==> config.mk <==
export PLATFORM = sky130hd
export DESIGN_NAME = bit_sender_top
export DESIGN_NICKNAME = d
export VERILOG_FILES = /design/src/rtl/bit_sender_pkg.sv /design/src/rtl/bs_req_sync.sv /design/src/rtl/bs_holdoff.sv /design/src/rtl/bs_handshake.sv /design/src/rtl/bs_out_pipe.sv /design/src/rtl/bit_sender_top.sv
export SDC_FILE = /design/constraint.sdc
export NUM_CORES = 1
export LEC_CHECK = 0
export BUFFER_PORTS_ARGS = -buffer_cell sky130_fd_sc_hd__buf_2
export CAP_MARGIN = 0
export CORE_MARGIN = 5
export CORE_UTILIZATION = 32
export DETAILED_ROUTE_END_ITERATION = 12
export PLACE_DENSITY = 0.44
export SYNTH_ARGS = -nofsm -noshare
export SYNTH_HDL_FRONTEND = slang
export SYNTH_SLANG_ARGS = --single-unit
==> constraint.sdc <==
create_clock -name clk -period 2.4 [get_ports clk]
set_input_delay 0.12 -clock clk [delete_from_list [all_inputs] [get_ports clk]]
set_output_delay 0.12 -clock clk [all_outputs]
set_load 0.05 [all_outputs]
==> src/rtl/bit_sender_pkg.sv <==
package bit_sender_pkg;
    // Number of register stages on the outputs, after the handshake logic
    localparam int OUT_STAGES = 2;
    // Number of synchroniser flops on the request input
    localparam int SYNC_STAGES = 3;

    typedef struct packed {
        logic ack;
        logic data;
    } hs_word_t;
endpackage

==> src/rtl/bs_req_sync.sv <==
// Brings the asynchronous request line into the clock domain with a
// chain of SYNC_STAGES flops. Only the last flop is used downstream.
// Assumes the input holds each level for longer than the chain length.
module bs_req_sync
    import bit_sender_pkg::*;
(
    input  logic clk,
    input  logic rst_n,
    input  logic async_i,
    output logic sync_o
);
    logic [SYNC_STAGES-1:0] chain_q;

    // Shift the raw level through the chain; cleared on reset
    always_ff @(posedge clk) begin
        if (!rst_n) chain_q <= '0;
        else        chain_q <= {chain_q[SYNC_STAGES-2:0], async_i};
    end

    assign sync_o = chain_q[SYNC_STAGES-1];

    // the synchronised level trails the input by exactly three edges
    p_sync_depth_r2: assert property (@(posedge clk) disable iff (!rst_n)
        $past(rst_n, 3) |-> (sync_o == $past(async_i, 3)));
endmodule

==> src/rtl/bs_holdoff.sv <==
// Start-up hold-off. A prescaler divides the clock into "seconds".
// done_o goes high once the seconds count exceeds SEC_LIMIT and then
// stays high, and the counter stops there. Restarts on reset.
module bs_holdoff #(
    parameter int PRESCALE  = 50_000_000,
    parameter int SEC_LIMIT = 1
) (
    input  logic clk,
    input  logic rst_n,
    output logic done_o
);
    localparam int PRE_W  = (PRESCALE > 1) ? $clog2(PRESCALE) : 1;
    localparam int SEC_W  = $clog2(SEC_LIMIT + 2);
    localparam logic [PRE_W-1:0] PRE_LAST = PRE_W'(PRESCALE - 1);
    localparam logic [SEC_W-1:0] SEC_END  = SEC_W'(SEC_LIMIT + 1);

    logic [PRE_W-1:0] pre_q;
    logic [SEC_W-1:0] sec_q;

    assign done_o = (sec_q == SEC_END);

    // Count clock cycles into seconds until the hold-off has expired
    always_ff @(posedge clk) begin
        if (!rst_n) begin
            pre_q <= '0;
            sec_q <= '0;
        end else if (!done_o) begin
            if (pre_q == PRE_LAST) begin
                pre_q <= '0;
                sec_q <= sec_q + 1'b1;
            end else begin
                pre_q <= pre_q + 1'b1;
            end
        end
    end

    // the seconds count never passes the stop value
    p_sec_cap_r6: assert property (@(posedge clk) disable iff (!rst_n)
        sec_q <= SEC_END);
    // once expired, the hold-off stays expired until reset
    p_done_sticky_r6: assert property (@(posedge clk) disable iff (!rst_n)
        $past(done_o) |-> done_o);
endmodule

==> src/rtl/bs_handshake.sv <==
// Two-phase handshake engine. A request is a synchronised level that
// differs from both the last accepted level and the acknowledge level.
// On a request it records the level, copies it to the acknowledge and
// loads the next pattern bit. Assumes req_i is already synchronised.
module bs_handshake
    import bit_sender_pkg::*;
#(
    parameter int                PAT_LEN  = 2,
    parameter logic [PAT_LEN-1:0] PAT_BITS = 2'b01
) (
    input  logic     clk,
    input  logic     rst_n,
    input  logic     en_i,
    input  logic     req_i,
    output hs_word_t word_o
);
    localparam int IDX_W = (PAT_LEN > 1) ? $clog2(PAT_LEN) : 1;
    localparam logic [IDX_W-1:0] IDX_LAST = IDX_W'(PAT_LEN - 1);

    logic             last_q;
    logic             ack_q;
    logic             data_q;
    logic [IDX_W-1:0] idx_q;
    logic             take;

    assign take = en_i && (req_i != last_q) && (req_i != ack_q);

    // Accept a request: record level, answer, and step the pattern
    always_ff @(posedge clk) begin
        if (!rst_n) begin
            last_q <= 1'b0;
            ack_q  <= 1'b0;
            data_q <= 1'b0;
            idx_q  <= '0;
        end else if (take) begin
            last_q <= req_i;
            ack_q  <= req_i;
            data_q <= PAT_BITS[idx_q];
            idx_q  <= (idx_q == IDX_LAST) ? '0 : idx_q + 1'b1;
        end
    end

    assign word_o.ack  = ack_q;
    assign word_o.data = data_q;

    // the acknowledge can only move after the hold-off has expired
    p_ack_gated_r6: assert property (@(posedge clk) disable iff (!rst_n)
        (ack_q != $past(ack_q)) |-> $past(en_i));
    // a moved acknowledge always lands on the synchronised request level
    p_ack_matches_req_r3: assert property (@(posedge clk) disable iff (!rst_n)
        (ack_q != $past(ack_q)) |-> (ack_q == $past(req_i)));
    // data never moves without a handshake
    p_data_with_ack_r5: assert property (@(posedge clk) disable iff (!rst_n)
        (data_q != $past(data_q)) |-> (ack_q != $past(ack_q)));
endmodule

==> src/rtl/bs_out_pipe.sv <==
// Plain register stages on the handshake outputs so that the final
// stage has no feedback and can be packed into the I/O flops.
module bs_out_pipe
    import bit_sender_pkg::*;
(
    input  logic     clk,
    input  logic     rst_n,
    input  hs_word_t word_i,
    output hs_word_t word_o
);
    hs_word_t stage_q [OUT_STAGES];

    for (genvar s = 0; s < OUT_STAGES; s++) begin : g_stage
        // Move one stage forward; cleared on reset
        always_ff @(posedge clk) begin
            if (!rst_n)      stage_q[s] <= '0;
            else if (s == 0) stage_q[s] <= word_i;
            else             stage_q[s] <= stage_q[(s > 0) ? s - 1 : 0];
        end
    end

    assign word_o = stage_q[OUT_STAGES-1];
endmodule

==> src/rtl/bit_sender_top.sv <==
// Toggle-handshake serial bit sender. Synchronises the request line,
// gates requests behind a start-up hold-off, sends pattern bits with a
// two-phase handshake, and registers both outputs twice.
module bit_sender_top
    import bit_sender_pkg::*;
#(
    parameter int                 PRESCALE  = 50_000_000,
    parameter int                 SEC_LIMIT = 1,
    parameter int                 PAT_LEN   = 2,
    parameter logic [PAT_LEN-1:0] PAT_BITS  = 2'b01
) (
    input  logic clk,
    input  logic rst_n,
    input  logic req_i,
    output logic ack_o,
    output logic data_o
);
    logic     req_sync;
    logic     hold_done;
    hs_word_t core_word;
    hs_word_t pin_word;

    bs_req_sync u_sync (
        .clk     (clk),
        .rst_n   (rst_n),
        .async_i (req_i),
        .sync_o  (req_sync)
    );

    bs_holdoff #(
        .PRESCALE  (PRESCALE),
        .SEC_LIMIT (SEC_LIMIT)
    ) u_hold (
        .clk    (clk),
        .rst_n  (rst_n),
        .done_o (hold_done)
    );

    bs_handshake #(
        .PAT_LEN  (PAT_LEN),
        .PAT_BITS (PAT_BITS)
    ) u_hs (
        .clk    (clk),
        .rst_n  (rst_n),
        .en_i   (hold_done),
        .req_i  (req_sync),
        .word_o (core_word)
    );

    bs_out_pipe u_pipe (
        .clk    (clk),
        .rst_n  (rst_n),
        .word_i (core_word),
        .word_o (pin_word)
    );

    assign ack_o  = pin_word.ack;
    assign data_o = pin_word.data;

    // pins repeat the handshake word two edges later
    p_out_latency_r2: assert property (@(posedge clk) disable iff (!rst_n)
        $past(rst_n, 2) |-> (pin_word == $past(core_word, 2)));
endmodule

; ---- Word-level counts from Yosys, hierarchy flattened
; Memories as Yosys holds them, arrays and structs flattened.
; Cells that the tools add are included.
[word_totals]
ram_bits = 4
register_bits = 34
input_bits = 3
word_cells = 28
mem_count = 1
[op_classes]
n_bitwise = 3
eq_ne = 3
add_sub_neg = 3
magnitude_cmp = 1
n_reduce_logical = 3
muxes = 8
[memory_table]
columns = name, depth, width, rd, rd_clocked_by_memory_dff, write_ports, line_no
row1 = u_pipe.stage_q, 2, 2, 2, 0, 2, bs_out_pipe.sv:11  ; hs_word_t stage_q [OUT_STAGES];
[op_table]
columns = op, count
row1 = 26-bit by 1-bit adder with 26-bit output (second input constant), 1
row2 = 26-bit == test (second input constant), 1
row3 = 26-bit 2-to-1 mux, 1
row4 = 1-bit 2-to-1 mux, 5
row5 = 2-bit 2-to-1 mux, 2
row6 = 2-bit by 1-bit adder with 2-bit output (second input constant), 1
row7 = 2-bit == test (second input constant), 1
row8 = 1-bit logical AND, 2
row9 = 1-bit by 2-bit < comparator with 1-bit output (second input constant), 1
row10 = 1-bit bitwise OR, 2
row11 = 2-bit AND reduction, 1
row12 = 1-bit adder (second input constant), 1
row13 = 1-bit != test, 1
row14 = 1-bit inverter, 1

; ---- Depth between registers and ports, before layout
; Gate-level depths: netlist of run 1.
[logic_depth]
word_depth = 3
mapped_depth = 8

; ---- By module
; From an unflattened synthesis of run 1, not the netlist that was laid out.
[unflattened]
hier_cells = 193
area_unflattened_um2 = 1726.7
[modules_own_cells]
columns = mod, area_per_inst_um2, cells_per_inst, n_inst
row1 = bs_holdoff, 1438.9, 168, 1
row2 = bs_out_pipe, 105.1, 8, 1
row3 = bs_handshake, 103.8, 11, 1
row4 = bs_req_sync, 78.8, 6, 1

; ---- Worst setup path after synthesis of run 1
; Ideal clock, no wire load.
[synth_timing]
kind = reg-to-reg
start = reg u_hold.sec_q[0]
end = reg u_hold.pre_q[24]
setup_time_ns = 0.130
t_arrival_ns = 1.633
stages_incl_launch_ff = 9
slack_ns = 0.637
n_path_buf = 2
required_time_ns = 2.270
path_cell_list = dfxtp_1 > inv_1 > ha_1 > buf_2 > and3b_1 > nand4_1 > o21ai_2 > buf_4 > a21oi_1
[synth_between]
elab_chain_len = 1
[synth_rtl]
columns = item, line_no
row1 = start: declaration, bs_holdoff.sv:18  ; logic [SEC_W-1:0] sec_q;
row2 = start signal: assignment, bs_holdoff.sv:30  ; sec_q <= sec_q + 1'b1;
row3 = 2-bit == test, bs_holdoff.sv:20  ; assign done_o = (sec_q == SEC_END);
row4 = end signal: assignment, bs_holdoff.sv:32  ; pre_q <= pre_q + 1'b1;
row5 = end: declaration, bs_holdoff.sv:17  ; logic [PRE_W-1:0] pre_q;
; Every way passes these cells.
; A chain may end at the register's enable or synchronous reset.

; ---- Worst setup path after layout of run 1
[layout_timing]
start = reg u_hold.sec_q[0]
end = reg u_hold.pre_q[20]
; The elaborated chain is that of the path after synthesis.

==> run summary, run 1 <==
outcome - complete, no violations
CP endpoint kind - flop
global-route wire length before repair - 6534 µm
Reg area - 740.7 µm²
post-synthesis cell count - 191
Post-DRT Antenna Nets - 0
initial core utilization - 0.3244
max-cap violations - 0
Sink Count - 37
area growth from synthesis to final layout - 9.717%
FILL cells - 578
initial antenna violation count - 0
Yosys Warn Count - 0
wire per inst - 13.87 µm
Slew headroom - 0.6808
post-synthesis xor/xnor area fraction - 0.07447
CTS buffer count - 5
layout cell share with drive strength beyond 1 - 0.1256
mux share of post-synthesis cell area - 0.01135
n_diodes - 0
Final Critical Period - 1.990 ns
width of the die - 84.25 µm
pre-CTS WS - 0.4117 ns
register area share after synthesis - 0.4199
Min-Delay Path Class - primary input to flop
Post-CTS Setup Inserts - 0
CP max stage delay - 0.47 ns
core box area - 5439 µm²
total grt overflow - 0
Worst Hold Depth - 2
worst endpoint required time - 2.62 ns
drc violations - 0
final-report setup violation count - 0
RSZ-0062 raised after global routing - no
maximum vdd drop - 266.9 µV
DRT iter0 DRCs - 165
P_leak - 0.6307 nW
skew final - 0.006386 ns
Fin. Hold Viols - 0
post-route worst setup slack - 0.4099 ns
worst hold slack - 0.04195 ns
Worst Setup Start Kind - flop
Compound-Gate Fraction of Synth Area - 0.09858
post-synth cell types - 43
htree depth - 2
Final Max Tran Viols - 0
Top delay family on crit path - simple AND/OR/NAND/NOR gates
Layout Nets - 204
reg2reg path depth - 6
final WL - 3760 µm
DR pass1 iterations - 4
Net Count, Synth - 197
total number of vias - 1418
Async S/R FF share, synth - 0
largest net degree at the start of global routing - 18
Port-buffer cells - 4
Power Density - 555.9 nW/µm²
gr usage total - 0.1128
setup TNS - 0 ns
worst path bufs/invs - 1
RD Place Congestion - 0.7851
vias in the first global route - 1386
Crit path depth - 6
Root Buffer Master - clkbuf_8
routed vias/inst - 5.232
Mapped Area - 1764 µm²
CTS tree - yes
Clk Latency, worst-skew pair - 0.29 ns
Worst-Margin Slew - 0.4744 ns
WS Path Type - flop to flop
die area - 7098 µm²
post-synthesis register bit count - 37
crit share post-route - 0.8292
cells along the critical path - inv_1, ha_1, and3b_1, nand3_1, or4_1, a21oi_1
WP data arrival - 2.21 ns
height of the die - 84.25 µm
Slowest cell on crit path - or4_1
Clock Pin Slew Worst Setup and Hold Paths - 0.07 ns
post-DP HPWL - 2813 µm
Post-synth EDFFs - 0
largest family of logic cells by synthesized area - simple AND/OR/NAND/NOR gates
# resized after CTS - 0
area occupied by multi-input gates - 964.7 µm²
hold_buf cts - 0
clock buffer depth - 2
CP max FO - 11
syn_area_per_cell - 9.237 µm²
Synth Area in Adders - 0.02128
Post-synth top flop - dfxtp_1
fin util - 0.3559
I/O Pins - 5
Max Fclk - 502.5 MHz
PnR Total Power - 1.076 mW
fraction of the mapped netlist area in simple logic gates - 0.3411
cell row count - 27
## report_power, final
part | switching (mW) | internal [mW]
Combinational | 0.0166 | 0.0113
Sequential | 0.00764 | 0.620
Clock | 0.220 | 0.200
Total | 0.245 | 0.832
## routing by layer
layer / global-route usage / part of all wire / vias to the layer above
li1: - / - / 711
met5: 0 / 0 / -
met1: 0.1445 / 0.49 / 686
met4: 0.03947 / 0.010 / 0
met3: 0.03337 / 0.025 / 5
met2: 0.1801 / 0.48 / 16
## path summary, 6_finish.rpt
kind,from,end,slack [ns]
max,u_hold.sec_q[0],u_hold.pre_q[20],0.41
max reg2reg,u_hold.sec_q[0],u_hold.pre_q[20],0.41
min reg2reg,u_pipe.stage_q[0][0],u_pipe.stage_q[1][0],0.43
min,req_i,u_sync.chain_q[0],0.04
## through the flow
stage / std cells / cell area (µm²)
after floorplan: 191 / 1764
after global placement: 263 / 1849
after detailed placement: 263 / 1849
after CTS: 271 / 1936
after global routing: 271 / 1936
final: 271 / 1936
## cells in the mapped netlist, types with 5 or more instances
library cell | count | area share
and2_1 | 7 | 0.025
nand2_1 | 9 | 0.019
o31ai_1 | 5 | 0.021
nor2_1 | 18 | 0.038
xor2_1 | 6 | 0.030
nand4_1 | 7 | 0.025
and4_1 | 5 | 0.025
nand3_1 | 9 | 0.026
inv_1 | 5 | 0.011
a21oi_1 | 13 | 0.037
o21ai_0 | 7 | 0.020
xnor2_1 | 9 | 0.045
dfxtp_1 | 37 | 0.42
## cells by family after synthesis
logic type / count (synthesis)
AO/OA/AOI/OAI: 29
XOR/XNOR: 15
adder cells (fa/ha/maj): 3
buffers and inverters: 11
flip-flops: 37
multiplexers: 2
AND/OR/NAND/NOR: 94
## registers in the layout (all words and copies together), names as in the netlist
| register | count |
|---|---|
| u_sync.chain_q | 3 |
| u_pipe.stage_q | 4 |
| u_hold.pre_q | 26 |
| u_hs.idx_q | 1 |
| u_hs.last_q | 1 |
| u_hold.sec_q | 2 |
## placed cells by master (no fill, tap or decap), types with 2 or more instances in the layout
master / n
nand2_1: 9
dfxtp_1: 37
and4_1: 5
a21oi_1: 13
and3_1: 3
nand3_1: 9
clkbuf_8: 5
clkinv_2: 2
buf_2: 4
inv_1: 5
xnor2_1: 9
ha_1: 3
nor4_1: 3
or4_1: 4
nor4b_1: 2
and4_4: 2
nor3b_1: 2
xor2_1: 6
o21ai_0: 7
nand4b_1: 4
buf_4: 2
nand4_1: 7
nor2_1: 18
o31ai_1: 5
mux2i_1: 2
nand3_2: 2
nor3_1: 3
or3_1: 4
and2_1: 7
## layout make-up
cell class,instances,share of cell area
repair buffers,6,0.01810
well taps,72,0.04654
multi-input cells,143,0.4984
clock buffers,5,0.03555
inverters,5,0.009696
clock inverters,3,0.009050
flip-flops and latches,37,0.3827
No activity file was read; power rests on OpenSTA's default activity.
==> inputs of run 2 (changes only) <==
Clock period 2.4 ns to 2.05 ns, I/O delays scaled along.
==> run 2 against run 1 <==
Compared with the run above: first-iteration DRC count shrank 67%; hold slack lost 0.019 ns; largest power group unchanged; clock power grew 44%.
==> run summary, run 2 (synthesized netlist as in run 1, its figures left out) <==
Slew headroom - 0.6736 (-0.007235)
Layout Nets - 212 (+3.9%)
Worst-Margin Slew - 0.4851 ns (+0.01075 ns)
CTS tree - yes
largest net degree at the start of global routing - 12 (-6)
WS Path Type - flop to flop
initial antenna violation count - 0 (unchanged)
die area - 7098 µm² (unchanged)
Fin. Hold Viols - 0 (unchanged)
DRT iter0 DRCs - 55 (-67%)
RD Place Congestion - 0.8200 (+4.4%)
Worst Hold Depth - 2 (unchanged)
CP startpoint - u_hold.sec_q[0]
total grt overflow - 0 (unchanged)
clock buffer depth - 2 (unchanged)
CTS buffer count - 5 (unchanged)
Worst Setup Start Kind - flop
most frequent cells in the layout - dfxtp_1, nor2_1, a21oi_1
layout cell share with drive strength beyond 1 - 0.1553 (+0.02971)
CP endpoint kind - flop
worst path bufs/invs - 1 (unchanged)
RSZ-0062 raised after global routing - no
total number of vias - 1426 (+0.56%)
Max Fclk - 508.3 MHz (+1.2%)
Reg2Reg Launch Point - u_hold.sec_q[0]
area growth from synthesis to final layout - 14.54%
maximum vdd drop - 371.6 µV (+39%)
Port-buffer cells - 4 (unchanged)
Power Density - 680.5 nW/µm² (+22%)
final-report setup violation count - 0 (unchanged)
Crit path depth - 6 (unchanged)
vias in the first global route - 1351 (-2.5%)
I/O Pins - 5 (unchanged)
max-cap violations - 0 (unchanged)
met2 GRT Util - 0.1836 (+0.003587)
post-route cell area - 2021 µm² (+4.4%)
hold_buf cts - 0 (unchanged)
CP max stage delay - 0.48 ns (about the same)
Final Critical Period - 1.967 ns (-0.02285 ns)
cells along the critical path - inv_1, ha_1, and3b_1, nand3_1, or4_1, a21oi_1
drc violations - 0 (unchanged)
PnR Total Power - 1.375 mW (+28%)
FILL cells - 567 (-1.9%)
wire per inst - 14.24 µm (+2.6%)
reg2reg path depth - 6 (unchanged)
met1 usage - 0.1533 (+0.008827)
r2r setup slk - 0.08 ns (-0.33 ns)
Top delay family on crit path - simple AND/OR/NAND/NOR gates
skew final - 0.005349 ns (-0.001037 ns)
final WL - 3959 µm (+5.3%)
gr usage total - 0.1172 (+0.004446)
Top reg by flops - u_hold.pre_q
Post-DRT Antenna Nets - 0 (unchanged)
DP Area - 1909 µm² (+3.2%)
crit share post-route - 0.9597 (+0.1304)
worst flop-to-flop path endpoint - u_hold.pre_q[22]
global-route wire length before repair - 6693 µm (+2.4%)
Setup crit end - u_hold.pre_q[22]
post-DP HPWL - 3005 µm (+6.8%)
Clock Pin Slew Worst Setup and Hold Paths - 0.07 ns (about the same)
Reg area - 740.7 µm² (unchanged)
global route hottest layer - met2
CP max FO - 6 (-5)
htree depth - 2 (unchanged)
max reg flops - 26 (unchanged)
Slowest cell on crit path - or4_1
WP data arrival - 2.18 ns (-0.03 ns)
setup TNS - 0 ns (unchanged)
width of the die - 84.25 µm (unchanged)
P_leak - 0.6848 nW (+8.6%)
cell row count - 27 (unchanged)
Root Buffer Master - clkbuf_8
fin util - 0.3715 (+0.01564)
routed vias/inst - 5.129 (-2.0%)
n_diodes - 0 (unchanged)
Min-Delay Path Class - primary input to flop
area occupied by multi-input gates - 972.2 µm² (+0.78%)
GR Util met3 - 0.02944 (-0.003925)
outcome - complete, no violations
Clk Latency, worst-skew pair - 0.29 ns (about the same)
Final Max Tran Viols - 0 (unchanged)
most common cell after layout, fill and taps aside - dfxtp_1
top flop regs - u_hold.pre_q: 26 flops, u_pipe.stage_q: 4 flops, u_sync.chain_q: 3 flops
pre-CTS WS - 0.07923 ns (-0.3325 ns)
worst endpoint required time - 2.27 ns (-0.35 ns)
initial core utilization - 0.3244 (unchanged)
height of the die - 84.25 µm (unchanged)
core box area - 5439 µm² (unchanged)
Sink Count - 37 (unchanged)
DR pass1 iterations - 6 (+2)
post-route worst setup slack - 0.08271 ns (-0.3271 ns)
run 2: through the flow:
stage | cells | hold slack [ns]
final | 278 | 0.02290
after global routing | 278 | 0.01687
after CTS | 278 | 0.01177
after detailed placement | 271 | 0.3208
after global placement | 271 | 0.3178
after floorplan | 191 | 0.2242
run 2: area by class of cell:
type,instances,share of cell area
tap,72,0.04458
sequential,37,0.3666
clock buffer,5,0.03406
timing repair buffer,14,0.04706
inverter,5,0.009288
clock inverter,2,0.01734
multi-input combinational,143,0.4811
run 2: how the worst min path moves through the flow:
stage,from,endpoint,slack [ns]
final,req_i,u_sync.chain_q[0],0.02
after global routing,req_i,u_sync.chain_q[0],0.02
after CTS,req_i,u_sync.chain_q[0],0.01
after detailed placement,req_i,u_sync.chain_q[0],0.32
after global placement,req_i,u_sync.chain_q[0],0.32
after floorplan,rst_n,u_pipe.stage_q[1][0],0.22
run 2: routing by layer:
layer | wire [µm] | part of all wire | vias up
li1 | - | - | 731
met1 | 1905 | 0.48 | 665
met2 | 1862 | 0.47 | 25
met3 | 124 | 0.031 | 5
met4 | 66 | 0.017 | 0
met5 | 0 | 0 | -
run 2: where the power goes:
group / internal [mW] / total [mW] / switching (mW)
clock network: 0.353 / 0.605 / 0.251
logic: 0.0150 / 0.0356 / 0.0205
registers: 0.726 / 0.735 / 0.00880
total: 1.09 / 1.38 / 0.281
run 2: repair_timing:
item,in CTS,in global routing
setup buffers,0,0
endpoints found under the setup margin,0,6
resized for setup,0,1
hold endpoints to repair,0,0
